### config.mk
export PLATFORM = sky130hd
export DESIGN_NAME = data_beat_seq
export DESIGN_NICKNAME = d
export VERILOG_FILES = /design/src/rtl/dts_pkg.sv /design/src/rtl/dts_req_decode.sv /design/src/rtl/dts_beat_ctr.sv /design/src/rtl/dts_fsm.sv /design/src/rtl/data_beat_seq.sv
export SDC_FILE = /design/constraint.sdc
export NUM_CORES = 1
export LEC_CHECK = 0
export BUFFER_PORTS_ARGS = -buffer_cell sky130_fd_sc_hd__buf_4
export CELL_PAD_IN_SITES_DETAIL_PLACEMENT = 2
export CELL_PAD_IN_SITES_GLOBAL_PLACEMENT = 2
export CORE_MARGIN = 2
export CORE_UTILIZATION = 35
export CTS_CLUSTER_SIZE = 10
export DETAILED_ROUTE_END_ITERATION = 7
export PLACE_DENSITY_LB_ADDON = 0.12
export SLEW_MARGIN = 15
export SYNTH_ARGS = -nofsm -noshare
export SYNTH_HDL_FRONTEND = slang
export SYNTH_SLANG_ARGS = --single-unit
### constraint.sdc
create_clock -name clk -period 2.9 [get_ports clk]
set_clock_uncertainty 0.2 [all_clocks]
set_input_delay 0.29 -clock clk [delete_from_list [all_inputs] [get_ports clk]]
set_output_delay 0.29 -clock clk [all_outputs]
set_load 0.1 [all_outputs]
### src/rtl/dts_pkg.sv
package dts_pkg;

    typedef enum logic [1:0] {
        ST_IDLE   = 2'd0,
        ST_SINGLE = 2'd1,
        ST_BURST  = 2'd2,
        ST_REJECT = 2'd3
    } dts_state_e;

endpackage

### src/rtl/dts_req_decode.sv
module dts_req_decode #(
    parameter int NARROW_BYTES = 4,
    parameter int WIDE_BYTES   = 8,
    parameter int LINE_BYTES   = 32,
    parameter int SIZEW        = 4,
    parameter int IDXW         = 3
) (
    input  logic             burst_i,
    input  logic             wide_i,
    input  logic [SIZEW-1:0] size_i,
    output logic             legal_o,
    output logic [IDXW-1:0]  final_cnt_o,
    output logic [IDXW-1:0]  idx_mask_o
);
    localparam int NARROW_BEATS = LINE_BYTES / NARROW_BYTES;
    localparam int WIDE_BEATS   = LINE_BYTES / WIDE_BYTES;

    logic size_nonzero;
    logic size_fits;

    always_comb begin
        size_nonzero = (size_i != '0);
        if (wide_i) begin
            size_fits = (size_i <= SIZEW'(WIDE_BYTES));
        end else begin
            size_fits = (size_i <= SIZEW'(NARROW_BYTES));
        end
        legal_o = burst_i | (size_nonzero & size_fits);

        if (wide_i) begin
            idx_mask_o = IDXW'(WIDE_BEATS - 1);
        end else begin
            idx_mask_o = IDXW'(NARROW_BEATS - 1);
        end

        if (!burst_i) begin
            final_cnt_o = '0;
        end else if (wide_i) begin
            final_cnt_o = IDXW'(WIDE_BEATS - 1);
        end else begin
            final_cnt_o = IDXW'(NARROW_BEATS - 1);
        end
    end

endmodule

### src/rtl/dts_beat_ctr.sv
module dts_beat_ctr #(
    parameter int IDXW = 3
) (
    input  logic            clk,
    input  logic            rst_n,
    input  logic            load_i,
    input  logic            adv_i,
    input  logic [IDXW-1:0] crit_i,
    input  logic [IDXW-1:0] mask_i,
    input  logic [IDXW-1:0] final_cnt_i,
    output logic            final_o,
    output logic [IDXW-1:0] idx_o
);
    logic [IDXW-1:0] cnt_q;
    logic [IDXW-1:0] base_q;
    logic [IDXW-1:0] mask_q;
    logic [IDXW-1:0] final_q;

    always_ff @(posedge clk or negedge rst_n) begin
        if (!rst_n) begin
            cnt_q   <= '0;
            base_q  <= '0;
            mask_q  <= '0;
            final_q <= '0;
        end else if (load_i) begin
            cnt_q   <= '0;
            base_q  <= crit_i & mask_i;
            mask_q  <= mask_i;
            final_q <= final_cnt_i;
        end else if (adv_i) begin
            cnt_q <= cnt_q + 1'b1;
        end
    end

    assign final_o = (cnt_q == final_q);
    assign idx_o   = (base_q + cnt_q) & mask_q;

endmodule

### src/rtl/dts_fsm.sv
module dts_fsm
    import dts_pkg::*;
(
    input  logic clk,
    input  logic rst_n,
    input  logic start_i,
    input  logic burst_i,
    input  logic legal_i,
    input  logic ready_i,
    input  logic final_i,
    output logic load_o,
    output logic ta_o,
    output logic last_o,
    output logic busy_o,
    output logic err_o
);
    dts_state_e state_q;
    dts_state_e state_d;

    always_ff @(posedge clk or negedge rst_n) begin
        if (!rst_n) begin
            state_q <= ST_IDLE;
        end else begin
            state_q <= state_d;
        end
    end

    always_comb begin
        state_d = state_q;
        unique case (state_q)
            ST_IDLE: begin
                if (start_i) begin
                    if (!legal_i) begin
                        state_d = ST_REJECT;
                    end else if (burst_i) begin
                        state_d = ST_BURST;
                    end else begin
                        state_d = ST_SINGLE;
                    end
                end
            end
            ST_SINGLE: begin
                if (ready_i) begin
                    state_d = ST_IDLE;
                end
            end
            ST_BURST: begin
                if (ready_i && final_i) begin
                    state_d = ST_IDLE;
                end
            end
            ST_REJECT: state_d = ST_IDLE;
            default:   state_d = ST_IDLE;
        endcase
    end

    always_comb begin
        load_o = 1'b0;
        ta_o   = 1'b0;
        last_o = 1'b0;
        busy_o = 1'b0;
        err_o  = 1'b0;
        unique case (state_q)
            ST_IDLE: begin
                load_o = start_i & legal_i;
            end
            ST_SINGLE: begin
                busy_o = 1'b1;
                ta_o   = ready_i;
                last_o = ready_i;
            end
            ST_BURST: begin
                busy_o = 1'b1;
                ta_o   = ready_i;
                last_o = ready_i & final_i;
            end
            ST_REJECT: begin
                err_o = 1'b1;
            end
            default: begin
                err_o = 1'b0;
            end
        endcase
    end

endmodule

### src/rtl/data_beat_seq.sv
module data_beat_seq #(
    parameter int NARROW_BYTES = 4,
    parameter int WIDE_BYTES   = 8,
    parameter int LINE_BYTES   = 32,
    parameter int SIZEW        = $clog2(WIDE_BYTES + 1),
    parameter int IDXW         = $clog2(LINE_BYTES / NARROW_BYTES)
) (
    input  logic             clk,
    input  logic             rst_n,
    input  logic             start_i,
    input  logic             burst_i,
    input  logic [SIZEW-1:0] size_i,
    input  logic             wide_i,
    input  logic [IDXW-1:0]  crit_i,
    input  logic             ready_i,
    output logic             ta_o,
    output logic             last_o,
    output logic             busy_o,
    output logic             size_err_o,
    output logic [IDXW-1:0]  beat_idx_o
);
    logic            legal;
    logic [IDXW-1:0] final_cnt;
    logic [IDXW-1:0] idx_mask;
    logic            load;
    logic            at_final;

    dts_req_decode #(
        .NARROW_BYTES (NARROW_BYTES),
        .WIDE_BYTES   (WIDE_BYTES),
        .LINE_BYTES   (LINE_BYTES),
        .SIZEW        (SIZEW),
        .IDXW         (IDXW)
    ) u_decode (
        .burst_i     (burst_i),
        .wide_i      (wide_i),
        .size_i      (size_i),
        .legal_o     (legal),
        .final_cnt_o (final_cnt),
        .idx_mask_o  (idx_mask)
    );

    dts_fsm u_fsm (
        .clk     (clk),
        .rst_n   (rst_n),
        .start_i (start_i),
        .burst_i (burst_i),
        .legal_i (legal),
        .ready_i (ready_i),
        .final_i (at_final),
        .load_o  (load),
        .ta_o    (ta_o),
        .last_o  (last_o),
        .busy_o  (busy_o),
        .err_o   (size_err_o)
    );

    dts_beat_ctr #(
        .IDXW (IDXW)
    ) u_ctr (
        .clk         (clk),
        .rst_n       (rst_n),
        .load_i      (load),
        .adv_i       (ta_o),
        .crit_i      (crit_i),
        .mask_i      (idx_mask),
        .final_cnt_i (final_cnt),
        .final_o     (at_final),
        .idx_o       (beat_idx_o)
    );

endmodule

---- Word level (Yosys, flattened, before mapping) ----
Index checks and enable logic that the tools add are counted.
Widths: inputs -> output; s select.
storage, ports and cells
  register bits ........................... 14
  input bits .............................. 13
  output and inout bits ................... 7
  logic and storage cells ................. 44
cells by class
  $add $sub $neg .......................... 2
  magnitude comparators ................... 2
  equality and inequality tests ........... 7
  muxes and demuxes ....................... 16
  bitwise operators ....................... 6
  reduce and logical (&&, ||, !) cells .... 6
operators with widths
  kind                 count
  $mux 3               4
  $mux 2               5
  $pmux 2 s4           1
  $and 3x3->3          2
  $mux 1               5
  $eq 2x2->1 const B   2
  $le 4x3->1 const B   1
  $le 4x4->1 const B   1
  $ne 2x2->1 const B   2
  $reduce_bool 4->1    1
  $add 3x1->3 const B  1
  $add 3x3->3          1
  $and 1x1->1          3
  $eq 3x3->1           1
  $reduce_and 3->1     1
  $eq 2x1->1 const B   1
  $logic_not 2->1      1
  $ne 2x1->1 const B   1
  $pmux 1 s2           1
  $reduce_bool 2->1    1
  $reduce_or 2->1      1
  $logic_and 1x1->1    1
  $or 1x1->1           1

---- Depth between registers and ports, before layout ----
Gate-level depths: netlist (run 1).
  depth after elaboration ................. 7
  depth in mapped cells ................... 6
  depth with buffers taken out ............ 6

---- Cells and area by module ----
From an unflattened synthesis (run 1), not the netlist that was laid out.
second synthesis, totals
  cell total of the unflattened synthesis .. 84
  area total of the unflattened synthesis .. 905.9 um^2
modules (own cells, without submodules)
  module          instances  cells an instance  area each (um^2)  sequential area each (um^2)
  dts_beat_ctr    1          49                 603.1             300.3
  dts_fsm         1          23                 225.2             50.0
  dts_req_decode  1          12                 77.6              0.0

---- Least setup slack after synthesis (run 1) ----
No wires, ideal clock.
  path kind ............................... register to output
  start point ............................. reg u_fsm.state_q[0]
  end point ............................... out last_o
  arrival time ............................ 2.864 ns
  data required time ...................... 2.410 ns
  slack ................................... -0.454 ns
  stages on the path, launching flop included .. 5
  buffers on the path ..................... 0
  cells stage by stage .................... dfrtp_1 -> inv_1 -> ha_1 -> nand2_1 -> nor2_1
on the way
  longest elaborated chain between the ends .. 2
  elaborated cells on any way between the ends .. 3
  classes of those cells .................. eq/ne (2); mux (1)
ends and longest elaborated chain
  what                                             line                 RTL
  start: declaration                               dts_fsm.sv:17        dts_state_e state_q;
  start signal: assignment                         dts_fsm.sv:24        state_q <= state_d;
  $eq 2x2->1 / $eq 2x1->1 (equally long branches)  dts_fsm.sv:63        unique case (state_q)
  $pmux 1 s2 (*)                                   dts_fsm.sv:63
  end: declaration                                 data_beat_seq.sv:17  output logic last_o,
Mark *: on every way between the ends. The rest lies on a longest branch, timed or not.

---- Final worst setup path (run 1) ----
  start point ............................. reg u_ctr.cnt_q[0]
  end point ............................... out beat_idx_o[2]
on the way
  longest elaborated chain between the ends .. 2
ends and longest elaborated chain
  what                      line                 RTL
  start: declaration        dts_beat_ctr.sv:14   logic [IDXW-1:0] cnt_q;
  start signal: assignment  dts_beat_ctr.sv:31   cnt_q <= cnt_q + 1'b1;
  $add 3x3->3               dts_beat_ctr.sv:36   assign idx_o = (base_q + cnt_q) & mask_q;
  $and 3x3->3               dts_beat_ctr.sv:36
  end: declaration          data_beat_seq.sv:20  output logic [IDXW-1:0] beat_idx_o
No other way between the ends.

==> results of run 1 <==
==> flip-flops by register name, summed over array words and instances, names as in the netlist <==
register       flops
u_fsm.state_q      2
u_ctr.final_q      2
u_ctr.cnt_q        3
u_ctr.mask_q       2
u_ctr.base_q       3
==> cells by family (layout without fill, tap and decap cells) <==
kind of cell	after synthesis	count (layout)
simple gates	27	27
flops	12	12
buf+inv	11	35
fa+ha+maj	8	8
mux	4	4
compound gates	17	17
xor+xnor	5	5
==> layout by cell type, fill, tap and decap left out, types with 2 or more instances in the layout <==
cell      count
buf_4        19
dfrtp_1      12
inv_1        11
ha_1          7
nand2_1       6
a21oi_1       6
nand3_1       4
xor2_1        4
nor2_1        4
clkbuf_4      3
and2_1        2
mux2i_1       2
mux2_4        2
a22o_1        2
==> layout make-up <==
type                            instances  area (um2)  area share
Sequential cell                        12         300       0.272
Tap cell                               30        37.5      0.0340
Inverter                               11        41.3      0.0374
Multi-Input combinational cell         61         537       0.486
Timing Repair Buffer                   20         153       0.138
Clock buffer                            4        36.3      0.0328
==> layer usage <==
metal	track usage	routed length, um	vias to the layer above
li1	-	-	335
met1	0.225	971	332
met2	0.293	1010	14
met3	0.0250	64	4
met4	0.0641	25	0
met5	0	0	-
==> critical path: stages (launching register included) <==
cell,delay (ns)
dfrtp_1,0.44
ha_1,0.18
inv_1,0.05
fa_1,0.38
xor2_1,0.19
xnor2_1,0.13
and2_1,0.14
buf_4,0.28
==> per-stage QoR <==
step                      instances  utilization  setup slack, ns
after floorplan                  84            -           0.0155
after global placement          133        0.439            0.694
after detailed placement        133        0.439            0.633
after CTS                       138        0.458            0.307
after global routing            138        0.458            0.169
final                           138        0.458            0.341
==> final timing paths <==
| kind | startpoint | to | slack (ns) | depth (start not counted) |
|---|---|---|---|---|
| min in group asynchronous | rst_n | u_ctr.base_q[0]$_DFFE_PN0P_ | 0.18 | 2 |
| worst min-delay path | crit_i[2] | u_ctr.base_q[2]$_DFFE_PN0P_ | 0.02 | 2 |
| worst min register to register | u_ctr.mask_q[2]$_DFFE_PN0P_ | u_ctr.mask_q[2]$_DFFE_PN0P_ | 0.29 | 1 |
| worst max-delay path | u_ctr.cnt_q[0]$_DFFE_PN0P_ | beat_idx_o[2] | 0.34 | 7 |
| max in group asynchronous | rst_n | u_fsm.state_q[0]$_DFFE_PN0P_ | 2.15 | 2 |
| worst max register to register | u_fsm.state_q[1]$_DFFE_PN0P_ | u_ctr.base_q[0]$_DFFE_PN0P_ | 1.02 | 5 |
==> results.cfg, run 1 <==
[outcome]
outcome = finished clean

[clocking]
clock_path_buffers = 2
cts_buffers = 3
htree_num_levels = 1
ctsResizeCount = 0
clkSinkCount = 12
cts_tree = done
clkLatencyLatePin_ns = 0.28
ctsHoldBuffers = 1
post_cts_buffers = 0
cts.reportedPaths.clkPinSlew_ns = 0.09
cts.root.buffer_cell = clkbuf_4

[drt]
first_pass_iters = 4
drtAntennaViolNets = 0
wl_mm = 2.08
drt_iter0_markers = 8
vias = 685
viasPerCell = 4.96
routedWlPerCell_um = 15.0
drc_errors = 0

[final_layout]
nNetsFinal = 130
diodes = 0
fin_area_mm2 = 0.00110
area_growth_pct = 26.9
n_fill_cell = 261
final_layout_size_suffix_gt1_frac = 0.343

[place]
place.gp.congestion = 0.706
hpwl_mm = 1.63
portBuffers = 19
dpl_cell_area_mm2 = 0.00106

[synth]
yosys.area.top_type_share = 0.345
yosys.area_share.simple = 0.204
ys_async_sr_fraction = 1.00
syn_area_per_cell_um2 = 10.4
synth_cell_type_count = 33
yosys-top-cells-area = dfrtp_1 (34%), ha_1 (10%), inv_1 (4.7%)
synthCells = 84
synth_edf_count = 0
syn-num-nets = 105
synth.mux.area_fraction = 0.0575
yosysMostFrequentCell = dfrtp_1
yosysTopAreaCell = dfrtp_1
synth_top_family_by_area = simple AND/OR/NAND/NOR gates
synthAdderAreaFrac = 0.124
synth.top_cells.by_count = dfrtp_1 (12), inv_1 (11), ha_1 (7), a21oi_1 (6), nand2_1 (6)
synth-xor-area-share = 0.0503
synth-compound-area-share = 0.172
synth_seq_cells = 12
yosysSeqAreaShare = 0.345
syn_area_um2 = 871
yosys_warnings = 0
ys.flop_type = dfrtp_1

[die]
start_util = 0.361
die-height_um = 53.9
coreArea_mm2 = 0.00241
die_area_mm2 = 0.00290
die_w_um = 53.9
rows = 18
ioPinCount = 20

[sta]
setup_viol_count_final = 0
drv_slew = 0
rsz0062_at_grt = false
max_freq_mhz = 391
fin_crit_ns = 2.56
tightest_slew_ns = 0.330
relSlewSlack = 0.779
hold_violations = 0
hold_slack_ns = 0.0221
setup_tns_ns = 0
post-route-period-util = 0.882

[worst_setup_path]
crit_required_ns = 2.41
cp-start-kind = flip-flop
crit_arrival_ns = 2.07
crit_path_max_fanout = 5
crit_type = reg2out
worstSetupEndpointType = output port

[global_routing]
track_usage = 0.174
grt_max_degree = 13
grt_pass1_vias = 746
antenna_found_initial = 0
grt_first_pass_wirelength_mm = 3.58
gr-total-overflow = 0

[worst_hold_path]
hold_path_class = in2reg

[flow_run]
cap_violations = 0
Power of run 1 is not shown: default switching activity piles up to over one toggle a cycle in this logic, so the estimate is an artifact.
==> run 2, diff against run 1 <==
- BUFFER_PORTS_ARGS: -buffer_cell sky130_fd_sc_hd__buf_4 -> -buffer_cell sky130_fd_sc_hd__buf_2
==> results.cfg, run 2 (synthesis results as in run 1) <==
[outcome]
outcome = finished clean

[clocking]
cts.root.buffer_cell = clkbuf_4
htree_num_levels = 1
clkSinkCount = 12
cts_tree = done
cts.reportedPaths.clkPinSlew_ns = 0.07
clock_path_buffers = 2
cts_buffers = 3
ctsResizeCount = 0
clkLatencyLatePin_ns = 0.27

[place]
place_inst = 133
hpwl_mm = 1.54
portBuffers = 19
place.gp.congestion = 0.665

[sta]
hold_violations = 0
tightest_slew_ns = 0.486
max_freq_mhz = 377
relSlewSlack = 0.678
rsz0062_at_grt = false
post-route-period-util = 0.914
fin_crit_ns = 2.65
setup_viol_count_final = 0
hold_slack_ns = 0.0418
setup_tns_ns = 0
drv_slew = 0

[die]
die-height_um = 53.9
rows = 18
start_util = 0.361
coreArea_mm2 = 0.00241
die_area_mm2 = 0.00290
die_w_um = 53.9
ioPinCount = 20

[worst_setup_path]
critPathBufInv = 2
crit_arrival_ns = 2.16
crit_path_max_fanout = 5
crit_required_ns = 2.41
cp-start-kind = flip-flop
worstSetupEndpointType = output port
max_stage_delay_ns = 0.44
cp_slowest_cell = dfrtp_1
crit_chain = ha_1 > inv_1 > fa_1 > xor2_1 > xnor2_1 > and2_1 > buf_2
crit_type = reg2out
cpLargestDelayFamily = adder cells

[global_routing]
grt_first_pass_wirelength_mm = 3.33
globalRouteMet1Util = 0.227
grt_pass1_vias = 726
gr-total-overflow = 0
grt_max_degree = 13
track_usage = 0.162
busiest_layer = met2
grtUsageMet2 = 0.246
gr-usage-met3 = 0.0250
antenna_found_initial = 0

[final_layout]
nNetsFinal = 130
final_layout_size_suffix_gt1_frac = 0.336
final_cell_mix = buf_2 (19), dfrtp_1 (12), inv_1 (11)
reg_top3 = u_ctr.base_q x3, u_ctr.cnt_q x3
finalNonFillerCells = 137
diodes = 0
area_growth_pct = 19.8
final_common_cell = buf_2

[worst_hold_path]
hold_path_class = in2reg

[drt]
drc_errors = 0
viasPerCell = 5.09
first_pass_iters = 3
routedWlPerCell_um = 13.8
wl_mm = 1.89
drt_iter0_markers = 5
drtAntennaViolNets = 0
vias = 697

[flow_run]
cap_violations = 0
run 2: timing repair:
item | 4_1_cts | 5_1_grt
buffers inserted | 0 | 0
hold endpoints to repair | 12 | 0
hold buffers | 1 | 0
run 2: per-stage QoR:
stage	area (um2)	setup WS, ns	util
floorplan	878	0.0155	-
global placement	1010	0.562	0.420
detailed placement	1010	0.545	0.420
CTS	1040	0.221	0.433
global route	1040	0.0681	0.433
finish	1040	0.249	0.433
run 2: area by class of cell:
| class | instances | area (um2) |
|---|---|---|
| fillers | 270 | 1370 |
| multi-input cells | 61 | 537 |
| flip-flops and latches | 12 | 300 |
| repair buffers | 20 | 105 |
| inverters | 11 | 41.3 |
| well taps | 30 | 37.5 |
| clock buffers | 3 | 22.5 |
run 2: per-layer routing:
layer  up-vias  wire (um)
li1        335          -
met1       346        883
met2        14        914
met3         2         76
met4         0         19
met5         -          0
run 2: worst paths after layout:
check	start	endpoint	slack (ns)	cells past startpoint
setup / recovery	u_ctr.cnt_q[0]$_DFFE_PN0P_	beat_idx_o[2]	0.25	7
hold / removal	crit_i[2]	u_ctr.base_q[2]$_DFFE_PN0P_	0.04	2
setup reg to reg	u_fsm.state_q[0]$_DFFE_PN0P_	u_ctr.base_q[0]$_DFFE_PN0P_	1.06	5
hold reg to reg	u_ctr.mask_q[2]$_DFFE_PN0P_	u_ctr.mask_q[2]$_DFFE_PN0P_	0.28	1
max in group asynchronous	rst_n	u_fsm.state_q[0]$_DFFE_PN0P_	2.06	2
min in group asynchronous	rst_n	u_ctr.cnt_q[1]$_DFFE_PN0P_	0.22	2
Power of run 2 is left out for the same reason.
